$ cat src/rtl/rstctl_pkg.sv
package rstctl_pkg;
  localparam int ADDR_W = 8;
  localparam logic [ADDR_W-1:0] OFS_RST_WORD  = 8'h14;
  localparam logic [ADDR_W-1:0] OFS_RST_DWORD = 8'h18;
  localparam logic [ADDR_W-1:0] OFS_DATA_PORT = 8'h10;

  // Offset of the reset register under the current I/O width
  function automatic logic [ADDR_W-1:0] rst_offset(input logic dword_mode);
    return dword_mode ? OFS_RST_DWORD : OFS_RST_WORD;
  endfunction
endpackage

$ cat src/rtl/rstctl_pin_qual.sv
module rstctl_pin_qual #(
  parameter int MIN_PULSE = 8
) (
  input  logic clk,
  input  logic core_rst_n,
  input  logic pin_n,
  output logic hw_busy,
  output logic hw_fire
);
  localparam int CW = $clog2(MIN_PULSE + 1);
  localparam logic [CW-1:0] CNT_ARM = CW'(MIN_PULSE - 1);
  localparam logic [CW-1:0] CNT_SAT = CW'(MIN_PULSE);

  logic sync1_n, sync2_n;
  logic asserted;
  logic [CW-1:0] cnt;
  logic armed;

  always_ff @(posedge clk or negedge core_rst_n) begin
    if (!core_rst_n) begin
      sync1_n <= 1'b1;
      sync2_n <= 1'b1;
    end else begin
      sync1_n <= pin_n;
      sync2_n <= sync1_n;
    end
  end

  assign asserted = ~sync2_n;
  assign hw_busy  = asserted;

  always_ff @(posedge clk or negedge core_rst_n) begin
    if (!core_rst_n) begin
      cnt     <= '0;
      armed   <= 1'b0;
      hw_fire <= 1'b0;
    end else begin
      hw_fire <= armed & ~asserted;
      if (!asserted) begin
        cnt   <= '0;
        armed <= 1'b0;
      end else begin
        if (cnt != CNT_SAT) cnt <= cnt + 1'b1;
        if (cnt == CNT_ARM) armed <= 1'b1;
      end
    end
  end


  hw_fire_single_chk: assert property (@(posedge clk) disable iff (!core_rst_n)
    hw_fire |=> !hw_fire);

  arm_needs_width_chk: assert property (@(posedge clk) disable iff (!core_rst_n)
    $rose(armed) |-> cnt == CNT_SAT);
endmodule

$ cat src/rtl/rstctl_host_dec.sv
module rstctl_host_dec
  import rstctl_pkg::*;
(
  input  logic              clk,
  input  logic              core_rst_n,
  input  logic              rd,
  input  logic              wr,
  input  logic              dword,
  input  logic [ADDR_W-1:0] addr,
  input  logic              hw_busy,
  input  logic              hw_fire,
  output logic              sw_hit,
  output logic              sw_strobe,
  output logic              dword_mode
);
  logic width_set;

  assign sw_hit    = rd & ~hw_busy & (addr == rst_offset(dword_mode));
  assign width_set = wr & dword & (addr == OFS_DATA_PORT);

  always_ff @(posedge clk or negedge core_rst_n) begin
    if (!core_rst_n) begin
      sw_strobe  <= 1'b0;
      dword_mode <= 1'b0;
    end else begin
      sw_strobe <= sw_hit;
      if (sw_hit || hw_fire)  dword_mode <= 1'b0;
      else if (width_set)     dword_mode <= 1'b1;
    end
  end


  width_set_chk: assert property (@(posedge clk) disable iff (!core_rst_n)
    (wr && dword && addr == OFS_DATA_PORT && !rd && !hw_fire) |=> dword_mode);

  width_clear_chk: assert property (@(posedge clk) disable iff (!core_rst_n)
    (sw_hit || hw_fire) |=> !dword_mode);

  busy_ignore_chk: assert property (@(posedge clk) disable iff (!core_rst_n)
    hw_busy |=> !sw_strobe);
endmodule

$ cat src/rtl/dual_reset_ctrl.sv
module dual_reset_ctrl
  import rstctl_pkg::*;
#(
  parameter int MIN_PULSE = 8
) (
  input  logic              clk,
  input  logic              core_rst_n,
  input  logic              hw_rst_pin_n,
  input  logic              host_rd,
  input  logic              host_wr,
  input  logic              host_dword,
  input  logic [ADDR_W-1:0] host_addr,
  input  logic              host_reinit,
  input  logic              bus_req_in,
  output logic              bus_req_out,
  output logic              ctl_regs_rst,
  output logic              cfg_space_rst,
  output logic              seq_rst,
  output logic              link_fail_set,
  output logic              cfgmem_load_req,
  output logic              io_dword_mode,
  output logic              reinit_needed
);
  logic hw_busy, hw_fire, sw_hit, sw_strobe;

  rstctl_pin_qual #(.MIN_PULSE(MIN_PULSE)) u_qual (
    .clk(clk), .core_rst_n(core_rst_n), .pin_n(hw_rst_pin_n),
    .hw_busy(hw_busy), .hw_fire(hw_fire)
  );

  rstctl_host_dec u_dec (
    .clk(clk), .core_rst_n(core_rst_n), .rd(host_rd), .wr(host_wr),
    .dword(host_dword), .addr(host_addr), .hw_busy(hw_busy), .hw_fire(hw_fire),
    .sw_hit(sw_hit), .sw_strobe(sw_strobe), .dword_mode(io_dword_mode)
  );

  assign ctl_regs_rst    = hw_fire | sw_strobe;
  assign seq_rst         = hw_fire | sw_strobe;
  assign cfg_space_rst   = hw_fire;
  assign link_fail_set   = hw_fire;
  assign cfgmem_load_req = hw_fire;
  assign bus_req_out     = bus_req_in & ~(sw_hit | sw_strobe | hw_busy);

  always_ff @(posedge clk or negedge core_rst_n) begin
    if (!core_rst_n)                reinit_needed <= 1'b0;
    else if (hw_fire || sw_strobe)  reinit_needed <= 1'b1;
    else if (host_reinit)           reinit_needed <= 1'b0;
  end


  reinit_set_chk: assert property (@(posedge clk) disable iff (!core_rst_n)
    seq_rst |=> reinit_needed);

  req_drop_chk: assert property (@(posedge clk) disable iff (!core_rst_n)
    (sw_strobe || hw_busy) |-> !bus_req_out);

  sw_scope_chk: assert property (@(posedge clk) disable iff (!core_rst_n)
    (ctl_regs_rst && !cfgmem_load_req) |-> (!cfg_space_rst && !link_fail_set));
endmodule

$ cat config.mk
export PLATFORM = sky130hd
export DESIGN_NAME = dual_reset_ctrl
export DESIGN_NICKNAME = d
export VERILOG_FILES = /design/src/rtl/rstctl_pkg.sv /design/src/rtl/rstctl_pin_qual.sv /design/src/rtl/rstctl_host_dec.sv /design/src/rtl/dual_reset_ctrl.sv
export SDC_FILE = /design/constraint.sdc
export NUM_CORES = 1
export LEC_CHECK = 0
export ABC_AREA = 1
export BUFFER_PORTS_ARGS = -buffer_cell sky130_fd_sc_hd__buf_4
export CAP_MARGIN = 20
export CORE_MARGIN = 2
export CORE_UTILIZATION = 41
export DETAILED_ROUTE_END_ITERATION = 8
export GPL_ROUTABILITY_DRIVEN = 1
export PLACE_DENSITY = 0.72
export SYNTH_ARGS = -nofsm -noshare
export SYNTH_HDL_FRONTEND = slang
export SYNTH_HIERARCHICAL = 1
export SYNTH_SLANG_ARGS = --single-unit
$ cat constraint.sdc
create_clock -name clk -period 1.2 [get_ports clk]
set_input_delay 0.18 -clock clk [delete_from_list [all_inputs] [get_ports clk]]
set_output_delay 0.18 -clock clk [all_outputs]
set_load 0.02 [all_outputs]
# --- After elaboration in Yosys (flattened, before gate mapping) ---
# Index checks and enable logic that the tools add are counted.
op_classes:
  mux: 9
  n_bitwise: 11
  add_sub_neg: 1
  n_reduce_logical: 6
  n_eq_ne: 4
ops:
  columns: ["op", "count"]
  rows:
  - ["$mux 4", 3]
  - ["$eq 8x5->1 const B", 1]
  - ["$eq 8x8->1", 1]
  - ["$reduce_bool 2->1", 4]
  - ["$and 1x1->1", 6]
  - ["$mux 1", 6]
  - ["$add 4x1->4 const B", 1]
  - ["$eq 4x3->1 const B", 1]
  - ["$ne 4x4->1 const B", 1]
  - ["$or 1x1->1", 3]
  - ["$logic_or 1x1->1", 2]
  - ["$not 1->1", 2]
word_totals:
  elab_cells: 39
  register_bits: 11

# --- Longest topological paths before layout ---
depth:
  word_depth: 7
  mapped_depth: 9
  ltp_nobuf: 9

# --- Modules after synthesis ---
# The synthesis kept the hierarchy.
modules_own_cells:
  columns: ["mod", "instances", "seq_area_each_um2", "area_per_inst_um2", "cells_per_inst"]
  rows:
  - ["rstctl_pin_qual", 1, 202.7, 357.8, 39]
  - ["rstctl_host_dec", 1, 50.0, 176.4, 34]
  - ["dual_reset_ctrl", 1, 25.0, 91.3, 14]

# --- Worst setup path after synthesis ---
# OpenSTA, ideal clock, no wires.
synth_path:
  path_kind: "reg-to-output"
  start: "reg u_qual.sync2_n"
  end: "out bus_req_out"
  n_path_buf: 0
  required_time_ns: 1.020
  stages_incl_launch_ff: 10
  setup_slack_ns: -0.078
  arrival_ns: 1.098
  path_cell_list: "dfstp_2 -> inv_1 -> inv_1 -> nand2_1 -> nor2_1 -> nand3_1 -> inv_1 -> inv_1 -> nand2_1 -> nor2_2"
synth_via:
  word_cells_on_any_way: 7
  cone_classes: "bitwise (7)"
synth_lines:
  columns: ["item", "line", "source"]
  rows:
  - ["start: declaration", "rstctl_pin_qual.sv:14", "logic sync1_n, sync2_n;"]
  - ["start signal: assignment", "rstctl_pin_qual.sv:25", "sync2_n <= sync1_n;"]
  - ["$not 1->1", "rstctl_pin_qual.sv:29", "assign asserted = ~sync2_n;"]
  - ["named net hw_busy", "dual_reset_ctrl.sv:24", "logic hw_busy, hw_fire, sw_hit, sw_strobe;"]
  - ["$or 1x1->1", "dual_reset_ctrl.sv:42", "assign bus_req_out = bus_req_in & ~(sw_hit | sw_strobe | hw_busy);"]
  - ["$not 1->1", "dual_reset_ctrl.sv:42", null]
  - ["$and 1x1->1", "dual_reset_ctrl.sv:42", null]
  - ["end: declaration", "dual_reset_ctrl.sv:15", "output logic bus_req_out,"]
# The timed path passes the listed nets, and every way through them passes these cells.

# --- Final worst setup path ---
# Ends and elaborated chain as after synthesis.

==> metrics.txt <==
CTS tree=done; Hold Vio Cnt, Final=0; initial antenna violation count=0; Antenna diodes=0; wire length per cell=9.76 µm; Cells after Synth=87; worst hold path type=input pin to flip-flop; PnR worst setup slack=-0.407 ns; critical path required time=1.02 ns; # rows=14; share of the synthesized area in the top cell type=36.0%; Tmin final=1.61 ns; CP startpoint=u_qual/sync2_n; GRT overflow=0; status=complete, but fails checks; # nets final=138; crit path buf inv count=5; DRC=0; failing checks=negative setup slack; startpoint class of the critical path=flip-flop; 1st-iter DRT viols=17; vias in the first global route=627; Inserted Clock Buffers=3; crit-path most repeated cell=inv_2; Final Setup Violations=1; CORE AREA=1470 µm²; Syn Nets=105; post-synthesis mux area share=0%; Yosys warnings=6; Mean Syn Cell Area=7.19 µm²; clk_lat worst skew=0.26 ns; Vias/cell=4.59; Syn Std Cell Area=626 µm²; pin count of the biggest net entering global routing=12; slowest cell on the critical path=dfstp_2; maximum clock frequency=0.622 GHz; PortBufs=23; post-layout util=62.4%; setup TNS=-0.407 ns; Power per Cell Area=850 nW/µm²; gr usage total=16.6%; max_cap viols=0; Slew @ Worst Pin=0.248 ns; compound-cell area share of the yosys netlist=2.40%; Longest Clk Path Bufs=2; initial core utilization=42.5%; IO Pins=24; Arr. time, crit path=1.43 ns; chain of cells forming the critical path=inv_2, inv_2, nand2_2, nor2_2, nand3_2, inv_2, inv_2, nand2_2, nor2_4, buf_6; clock slew seen by the registers of the worst setup and hold paths=0.06 ns; DP HPWL=988 µm; crit end category=primary output; crit-path leading delay family=flip-flops; max-slew violations=0; leading area contributor after synthesis=dfrtp_1; Post-Synth XOR/XNOR Area=1.40%; main area contributors after synthesis=dfrtp_1 (36%), inv_1 (14%), nand2_1 (10%), dfstp_2 (8.4%), nor2_1 (7.2%); post-synth cell types=14; clk sinks=11; Die W=43.1 µm; layout cells sized above 1=40.3%; worst vdd ir=899 µV; Seq/Total Area, Yosys=44.4%; Clock Tree Root=clkbuf_4; H-tree Lvls=1; Crit Path Class=flip-flop to primary output; final WL=1320 µm; Crit Path Max Fanout=3; Die Ht=43.1 µm; unrepaired setup endpoints after global routing=true; antenna viol nets, final=0; fin crit share=134%; max_slew headroom=83.5%; hold_sp=hw_rst_pin_n; Seq cells post-synth=11; Synth Area in Simple Gates=29.8%; die area=1850 µm²; Clock Skew=0.00408 ns; DR vias=619; router iterations before antenna repair=4; RD Place Congestion=0.707; first-pass GRT wire length=2350 µm; R2R Setup Slk=0.06 ns; fraction of the mapped netlist area in adder cells=4.00%; largest stage delay on the critical path=0.54 ns; Leak Pwr=0.000526 µW; Layout Area Growth over Synthesis=46.8%; RR Startpoint=u_qual/sync2_n; largest family of logic cells by synthesized area=simple AND/OR/NAND/NOR gates
## registers in the layout, indices dropped and copies added, names as in the netlist
name	count
u_qual/hw_fire	1
reinit_needed	1
u_qual/sync2_n	1
u_qual/cnt	4
u_qual/armed	1
u_dec/dword_mode	1
u_dec/sw_strobe	1
u_qual/sync1_n	1
## report_power, final
group / switching [µW] / internal, µW / total [µW]
registers: 17.5 / 388 / 406
logic: 65.7 / 73.9 / 140
clock network: 107 / 128 / 236
total: 191 / 590 / 781
## repair_timing
item / in CTS / in global routing
hold endpoints to repair: 11 / 0
resized for setup: 1 / 11
setup endpoints to repair: 3 / 5
cloned: 0 / 0
pin swaps: 1 / 3
setup buffers: 7 / 2
hold buffers: 1 / 0
## synth_stat cells
library cell / instances
nand4_1: 3
nand2_1: 17
xnor2_1: 1
nor2_1: 12
nor2_2: 3
nand3_1: 8
buf_4: 3
dfstp_2: 2
inv_1: 24
o21ai_0: 1
ha_1: 2
dfrtp_1: 9
a21oi_1: 1
o21ai_1: 1
## final timing paths
kind / cells after the start / to
min in group asynchronous: 2 / u_qual/hw_fire
max reg2reg: 8 / u_dec/sw_strobe
min: 1 / u_qual/sync1_n
max in group asynchronous: 2 / u_qual/sync1_n
max: 10 / bus_req_out
min reg2reg: 0 / u_qual/sync2_n
## worst register-to-register path, stage by stage (launching register included)
cell and delay (ns):
dfstp_2 0.54, inv_2 0.05, inv_2 0.04, nand2_2 0.04, nor2_2 0.08, nand3_2 0.09
inv_2 0.07, buf_6 0.08, buf_4 0.09
## final cells by class
| class | instances | area [µm²] |
|---|---|---|
| tap | 16 | 20.0 |
| sequential | 11 | 279 |
| multi-input combinational | 49 | 253 |
| timing repair buffer | 31 | 250 |
| inverter | 24 | 90.1 |
| clock buffer | 4 | 26.3 |
| fill | 138 | 553 |
## through the flow
| step | instances | total power, µW | worst slack, ns | hold slack, ns | cell area, µm² |
|---|---|---|---|---|---|
| 6_report | 135 | 781 | -0.407 | 0.0264 | 918 |
| 5_1_grt | 135 | 835 | -0.505 | 0.00836 | 918 |
| 4_1_cts | 138 | 787 | -0.412 | 0.0189 | 918 |
| 3_5_place_dp | 126 | 541 | -0.150 | 0.0169 | 826 |
| 3_3_place_gp | 126 | 536 | -0.130 | 0.0174 | 826 |
| 2_1_floorplan | 87 | 469 | -0.0457 | -0.116 | 633 |
## per-layer routing
metal,global-route usage (%),vias to the layer above,wire [µm]
met4,1.82,0,0
met1,18.6,280,507
li1,-,316,-
met3,5.53,0,120
met5,0,-,0
met2,31.2,23,690
## kinds of logic (layout without fill, tap and decap cells)
family,Yosys count,after routing
AOI/OAI and AO/OA,3,3
xor gates and xnor gates,1,1
adders and majority gates,2,2
buffers and inverters,27,59
DFF,11,11
and+or+nand+nor,43,43
## cell usage in the layout, fill, tap and decap left out, drive strengths merged, types with 2 or more instances in the layout
master,count
clkbuf,4
ha,2
o21ai,2
dfrtp,9
nand2,17
nand3,8
buf,30
nand4,3
nor2,15
inv,24
dfstp,2
No activity file was read; power rests on OpenSTA's default activity.
